File: src/rtl/sckgen_pkg.sv
package sckgen_pkg;
   typedef struct packed {
      logic launch;
      logic sample;
   } sck_strobe_t;

   localparam int unsigned SCKGEN_PRE_W_MAX = 8;
   localparam int unsigned SCKGEN_DIV_W_MAX = 12;
endpackage

File: src/rtl/sckgen_prescale.sv
module sckgen_prescale #(
   parameter int unsigned PRE_W = 4
) (
   input  logic             clk,
   input  logic             rst_n,
   input  logic             count_en,
   input  logic [PRE_W-1:0] limit,
   output logic             tick
);
   logic [PRE_W-1:0] cnt_q;

   always_ff @(posedge clk or negedge rst_n) begin
      if (!rst_n)              cnt_q <= '0;
      else if (!count_en)      cnt_q <= '0;
      else if (cnt_q == limit) cnt_q <= '0;
      else                     cnt_q <= cnt_q + 1'b1;
   end

   assign tick = count_en && (cnt_q == limit);


   pre_range_chk: assert property (@(posedge clk) disable iff (!rst_n)
      count_en |-> (cnt_q <= limit));
endmodule

File: src/rtl/sckgen_phase.sv
module sckgen_phase
   import sckgen_pkg::*;
#(
   parameter int unsigned DIV_W = 6
) (
   input  logic             clk,
   input  logic             rst_n,
   input  logic             run,
   input  logic             hold_off,
   input  logic             tick,
   input  logic [DIV_W-1:0] div_last,
   input  logic [DIV_W-1:0] high_last,
   output logic             active,
   output logic             away,
   output sck_strobe_t      strobe
);
   logic [DIV_W-1:0] ph_q;

   always_ff @(posedge clk or negedge rst_n) begin
      if (!rst_n) begin
         active <= 1'b0;
         away   <= 1'b0;
         ph_q   <= '0;
         strobe <= '0;
      end else begin
         strobe <= '0;
         if (!active) begin
            if (run && !hold_off) begin
               active        <= 1'b1;
               ph_q          <= '0;
               away          <= 1'b1;
               strobe.launch <= 1'b1;
            end
         end else if (tick) begin
            if (ph_q == div_last) begin
               ph_q <= '0;
               if (run) begin
                  away          <= 1'b1;
                  strobe.launch <= 1'b1;
               end else begin
                  active <= 1'b0;
                  away   <= 1'b0;
               end
            end else begin
               ph_q <= ph_q + 1'b1;
               if (ph_q == high_last) begin
                  away          <= 1'b0;
                  strobe.sample <= 1'b1;
               end
            end
         end
      end
   end


   strobe_excl_chk: assert property (@(posedge clk) disable iff (!rst_n)
      !(strobe.launch && strobe.sample));

   lead_edge_chk: assert property (@(posedge clk) disable iff (!rst_n)
      $rose(away) |-> strobe.launch);

   idle_rest_chk: assert property (@(posedge clk) disable iff (!rst_n)
      !active |-> !away);

   stop_at_end_chk: assert property (@(posedge clk) disable iff (!rst_n)
      $fell(active) |-> ($past(tick) && !$past(run)));

   cfg_legal_chk: assert property (@(posedge clk) disable iff (!rst_n)
      active |-> (div_last != '0 && high_last < div_last));
endmodule

File: src/rtl/sckgen_drive.sv
module sckgen_drive
   import sckgen_pkg::*;
#(
   parameter bit BYPASS_EN = 1'b1
) (
   input  logic        clk,
   input  logic        run,
   input  logic        bypass,
   input  logic        idle_hi,
   input  logic        out_dis,
   input  logic        active,
   input  logic        away,
   input  sck_strobe_t div_strobe,
   output logic        pass_on,
   output logic        sck_o,
   output logic        sck_oe,
   output sck_strobe_t strobe
);
   if (BYPASS_EN) begin : g_pass
      assign pass_on = bypass && run;
   end else begin : g_nopass
      assign pass_on = 1'b0;
   end

   always_comb begin
      if (out_dis)      sck_o = idle_hi;
      else if (pass_on) sck_o = clk;
      else              sck_o = away ^ idle_hi;
      sck_oe = !out_dis;
      strobe = pass_on ? '{launch: 1'b1, sample: 1'b1} : div_strobe;
   end


   pass_excl_chk: assert property (@(posedge clk)
      !(pass_on && active && !$past(pass_on)));
endmodule

File: src/rtl/sck_divider.sv
module sck_divider
   import sckgen_pkg::*;
#(
   parameter int unsigned PRE_W     = 4,
   parameter int unsigned DIV_W     = 6,
   parameter bit          BYPASS_EN = 1'b1
) (
   input  logic             clk,
   input  logic             rst_n,
   input  logic             run,
   input  logic [PRE_W-1:0] pre_div,
   input  logic [DIV_W-1:0] div_last,
   input  logic [DIV_W-1:0] high_last,
   input  logic             bypass,
   input  logic             idle_hi,
   input  logic             out_dis,
   output logic             sck_o,
   output logic             sck_oe,
   output logic             launch,
   output logic             sample,
   output logic             busy
);
   if (PRE_W < 1 || PRE_W > SCKGEN_PRE_W_MAX) begin : g_bad_pre
      $error("sck_divider: PRE_W out of range");
   end
   if (DIV_W < 2 || DIV_W > SCKGEN_DIV_W_MAX) begin : g_bad_div
      $error("sck_divider: DIV_W out of range");
   end

   logic        tick, active, away, pass_on;
   sck_strobe_t div_strobe, out_strobe;

   sckgen_prescale #(.PRE_W(PRE_W)) u_pre (
      .clk(clk), .rst_n(rst_n), .count_en(active),
      .limit(pre_div), .tick(tick));

   sckgen_phase #(.DIV_W(DIV_W)) u_phase (
      .clk(clk), .rst_n(rst_n), .run(run), .hold_off(BYPASS_EN && bypass),
      .tick(tick), .div_last(div_last), .high_last(high_last),
      .active(active), .away(away), .strobe(div_strobe));

   sckgen_drive #(.BYPASS_EN(BYPASS_EN)) u_drive (
      .clk(clk), .run(run), .bypass(bypass), .idle_hi(idle_hi),
      .out_dis(out_dis), .active(active), .away(away),
      .div_strobe(div_strobe), .pass_on(pass_on),
      .sck_o(sck_o), .sck_oe(sck_oe), .strobe(out_strobe));

   assign launch = out_strobe.launch;
   assign sample = out_strobe.sample;
   assign busy   = active || pass_on;


   rest_after_stop_chk: assert property (@(posedge clk) disable iff (!rst_n)
      $fell(busy) |-> (sck_o == idle_hi));
endmodule

File: config.mk
export PLATFORM = sky130hd
export DESIGN_NAME = sck_divider
export DESIGN_NICKNAME = d
export VERILOG_FILES = /design/src/rtl/sckgen_pkg.sv /design/src/rtl/sckgen_prescale.sv /design/src/rtl/sckgen_phase.sv /design/src/rtl/sckgen_drive.sv /design/src/rtl/sck_divider.sv
export SDC_FILE = /design/constraint.sdc
export NUM_CORES = 1
export LEC_CHECK = 0
export BUFFER_PORTS_ARGS = -buffer_cell sky130_fd_sc_hd__buf_2
export CAP_MARGIN = 20
export CORE_MARGIN = 5
export CORE_UTILIZATION = 49
export DETAILED_ROUTE_END_ITERATION = 10
export GPL_TIMING_DRIVEN = 0
export PLACE_DENSITY = 0.76
export SYNTH_ARGS = -nofsm -noshare
export SYNTH_HDL_FRONTEND = slang
export SYNTH_SLANG_ARGS = --single-unit
File: constraint.sdc
create_clock -name clk -period 3.3 [get_ports clk]
set_input_delay 0 -clock clk [delete_from_list [all_inputs] [get_ports clk]]
set_output_delay 0 -clock clk [all_outputs]
set_load 0.02 [all_outputs]
==> results_tabular.tex <==
\begin{tabular}{lr}
\hline
Metric & Value \\
\hline
\multicolumn{2}{l}{\textbf{Layout}} \\
Commonest cells after routing, fill and taps aside & 27 x sky130\_fd\_sc\_hd\_\_buf\_2, 14 x sky130\_fd\_sc\_hd\_\_dfrtp\_1, 9 x sky130\_fd\_sc\_hd\_\_xor2\_1, 9 x sky130\_fd\_sc\_hd\_\_xnor2\_1, 8 x sky130\_fd\_sc\_hd\_\_nand2\_1 \\
Sequential Area & 350 µm² \\
Filler cell count & 139 \\
Core occupancy in the finished layout & 67.4\% \\
Share of layout cells above drive strength 1 & 30.9\% \\
Area of combinational cells with multiple inputs & 547 µm² \\
Antenna diode count & 0 \\
Leading cell type in the layout, fill and taps excluded & sky130\_fd\_sc\_hd\_\_buf\_2 \\
Synthesis-to-finish area growth & 27.6\% \\
Finished layout cell area & 1200 µm² \\
Number of non-filler instances in the completed layout & 164 \\
Final Net Count & 164 \\
\multicolumn{2}{l}{\textbf{Setup path}} \\
Data required time of the critical path & 3.30 ns \\
Endpoint arrival time on the critical path & 2.30 ns \\
Critical path origin & clk \\
Worst Reg2Reg Path Length in Cells & 6 \\
Critical register-to-register path startpoint & u\_phase.ph\_q[3] \\
Peak fanout along the critical path & 2 \\
Worst Path Class, Setup & clock port to output pin \\
Worst Setup Start Kind & clock port \\
CP Capture Type & output pin \\
\multicolumn{2}{l}{\textbf{Timing}} \\
Slew at the pin closest to its max-slew limit & 0.446 ns \\
Final hold vios & 0 \\
Final count of negative-setup-slack endpoints & 0 \\
Setup skew after layout & 0.00856 ns \\
Setup\_tns & 0 ns \\
Normalized max-slew margin & 70.0\% \\
Final count of pins violating max slew & 0 \\
RSZ-0062 raised after global routing & false \\
\multicolumn{2}{l}{\textbf{Logic synthesis}} \\
Count of different cell masters after synthesis & 38 \\
Number of enable-type register cells in the synthesized netlist & 0 \\
Net count after synthesis & 126 \\
Cell count after synthesis & 102 \\
Commonest register cell after synthesis & sky130\_fd\_sc\_hd\_\_dfrtp\_1 \\
Mean post-synth cell area & 9.24 µm² \\
Fraction of registers with async set or reset after synthesis & 100\% \\
Warnings, synthesis & 0 \\
Count of state elements after synthesis & 14 \\
Cell Area, Synth & 942 µm² \\
Fraction of the yosys area taken by sequential cells & 37.2\% \\
\multicolumn{2}{l}{\textbf{Power and ir drop}} \\
Cell leakage power & 0.561 nW \\
Sequential cell fraction of total power & 35.2\% \\
Pint & 0.000475 W \\
Clock power frac & 24.5\% \\
Switching power & 0.000304 W \\
Total power draw & 0.000778 W \\
Power Density & 647 nW/µm² \\
Sw Share & 39.0\% \\
IR drop worst, VDD & 0.338 mV \\
Gate power share & 40.3\% \\
\multicolumn{2}{l}{\textbf{Routing}} \\
Detailed Routing Iterations Pass 1 & 4 \\
Detail-routed net length per standard cell & 13.6 µm \\
Via density per instance & 5.37 \\
Total via count in the routed design & 880 \\
Initial detailed-routing violation count & 24 \\
Total Wirelength & 2.23 mm \\
Residual DRC count & 0 \\
Post-detailed-route count of antenna-violating nets & 0 \\
\multicolumn{2}{l}{\textbf{GRT}} \\
Initial antenna violation count & 0 \\
Tot GR Track Use & 18.7\% \\
Maximum number of pins on one net before global-route repair & 15 \\
Via count of the first global-routing pass & 888 \\
Global-route wire length before repair & 3.68 mm \\
Global-route congestion overflow total & 0 \\
\multicolumn{2}{l}{\textbf{Placement}} \\
Final weighted congestion in routability-driven placement & 0.790 \\
Cell count after placement & 153 \\
Final HPWL DP & 1.63 mm \\
Port Buffers & 26 \\
Placed instance area & 1100 µm² \\
\multicolumn{2}{l}{\textbf{Job}} \\
Max-cap viol count & 0 \\
\multicolumn{2}{l}{\textbf{Run status}} \\
Status & finished, final reports clean \\
\multicolumn{2}{l}{\textbf{Floorplanning}} \\
Die Footprint & 2900 µm² \\
Floorplan die width & 53.9 µm \\
Core Rows & 15 \\
Initial standard-cell utilization of the core & 52.8\% \\
Core Footprint & 1780 µm² \\
IO Pins & 27 \\
Die outline height & 53.9 µm \\
\multicolumn{2}{l}{\textbf{Clocking}} \\
Cells resized by post-CTS repair & 0 \\
Clock tree from TritonCTS & yes \\
Buffers inserted during post-CTS setup optimization & 0 \\
Hold buffer count at cts & 4 \\
Register clock-pin slew on the reported worst setup and hold paths & 0.10 ns \\
Source-to-sink clock delay at the later pin of the worst-skew pair & 0.40 ns \\
\multicolumn{2}{l}{\textbf{Worst hold path}} \\
Hold Path Class & input port to async pin \\
\hline
\end{tabular}
## path summary, 6_finish.rpt
| kind | end | slack (ns) |
|---|---|---|
| max | sck_o | 1.00 |
| min | u_phase.strobe[0] | 0.01 |
| max reg2reg | u_phase.strobe[0] | 1.38 |
| min reg2reg | u_pre.cnt_q[0] | 0.53 |
| max in group asynchronous | u_pre.cnt_q[2] | 3.04 |
| min in group clk | u_phase.active | 0.09 |
## cell families after synthesis
family,Yosys count,synth area share (%)
compound gates,22,17.1
simple gates,35,21.5
flops,14,37.2
buf+inv,11,4.78
fa+ha+maj,2,2.66
xor+xnor,18,16.7
## routing by layer
| metal | GRT usage (%) | routed length, µm |
|---|---|---|
| met5 | 0 | 0 |
| met1 | 20.2 | 875 |
| met4 | 11.9 | 41 |
| met3 | 6.09 | 185 |
| met2 | 31.0 | 1130 |
## cells in the mapped netlist, drive strengths merged, types with 2 or more instances
| master | instances | share of area [%] |
|---|---|---|
| a21oi | 4 | 2.1 |
| ha | 2 | 2.7 |
| nor4 | 2 | 2.9 |
| xnor2 | 9 | 8.4 |
| clkbuf | 3 | 1.5 |
| dfrtp | 14 | 37 |
| a31oi | 2 | 1.3 |
| xor2 | 9 | 8.4 |
| inv | 7 | 2.8 |
| o32ai | 2 | 1.9 |
| o21ai | 5 | 3.1 |
| nand2b | 4 | 2.7 |
| nand3 | 6 | 3.7 |
| a21boi | 2 | 1.6 |
| nand2 | 9 | 3.9 |
| nor2 | 6 | 2.4 |
## sequential cells by signal, summed over array words and instances, names as in the netlist
register and count:
u_phase.ph_q 6, u_pre.cnt_q 4, u_phase.strobe 2, u_phase.active 1
u_phase.away 1
## worst max-delay path: stages
cell and delay (ns):
sky130_fd_sc_hd__clkbuf_4 0.11, sky130_fd_sc_hd__clkbuf_4 0.12, sky130_fd_sc_hd__a31oi_1 0.15, sky130_fd_sc_hd__o21ai_0 0.10
sky130_fd_sc_hd__buf_2 0.17
## power by group through the flow
stage	Clock (W)	Combinational, W	Sequential, W
after detailed placement	0.00000839	0.000307	0.000277
final	0.000191	0.000313	0.000274
after floorplan	0.00000635	0.000245	0.000267
after global placement	0.00000839	0.000296	0.000275
after CTS	0.000196	0.000314	0.000274
after global routing	0.000210	0.000351	0.000282
## stage by stage
stage / setup slack (ns) / hold WS, ns
after floorplan: 1.29 / -0.296
after global routing: 0.948 / 0.0445
after CTS: 0.999 / 0.0169
final: 1.00 / 0.00994
after global placement: 1.30 / -0.0939
after detailed placement: 1.30 / -0.0858
## area by class of cell
| cell class | instances | area share, % |
|---|---|---|
| multi-input combinational | 77 | 45.5 |
| clock buffer | 8 | 5.31 |
| sequential | 14 | 29.1 |
| tap | 25 | 2.60 |
| buffer | 4 | 1.56 |
| inverter | 7 | 2.19 |
| timing repair buffer | 29 | 13.7 |
Power figures use the tool's default switching activity.
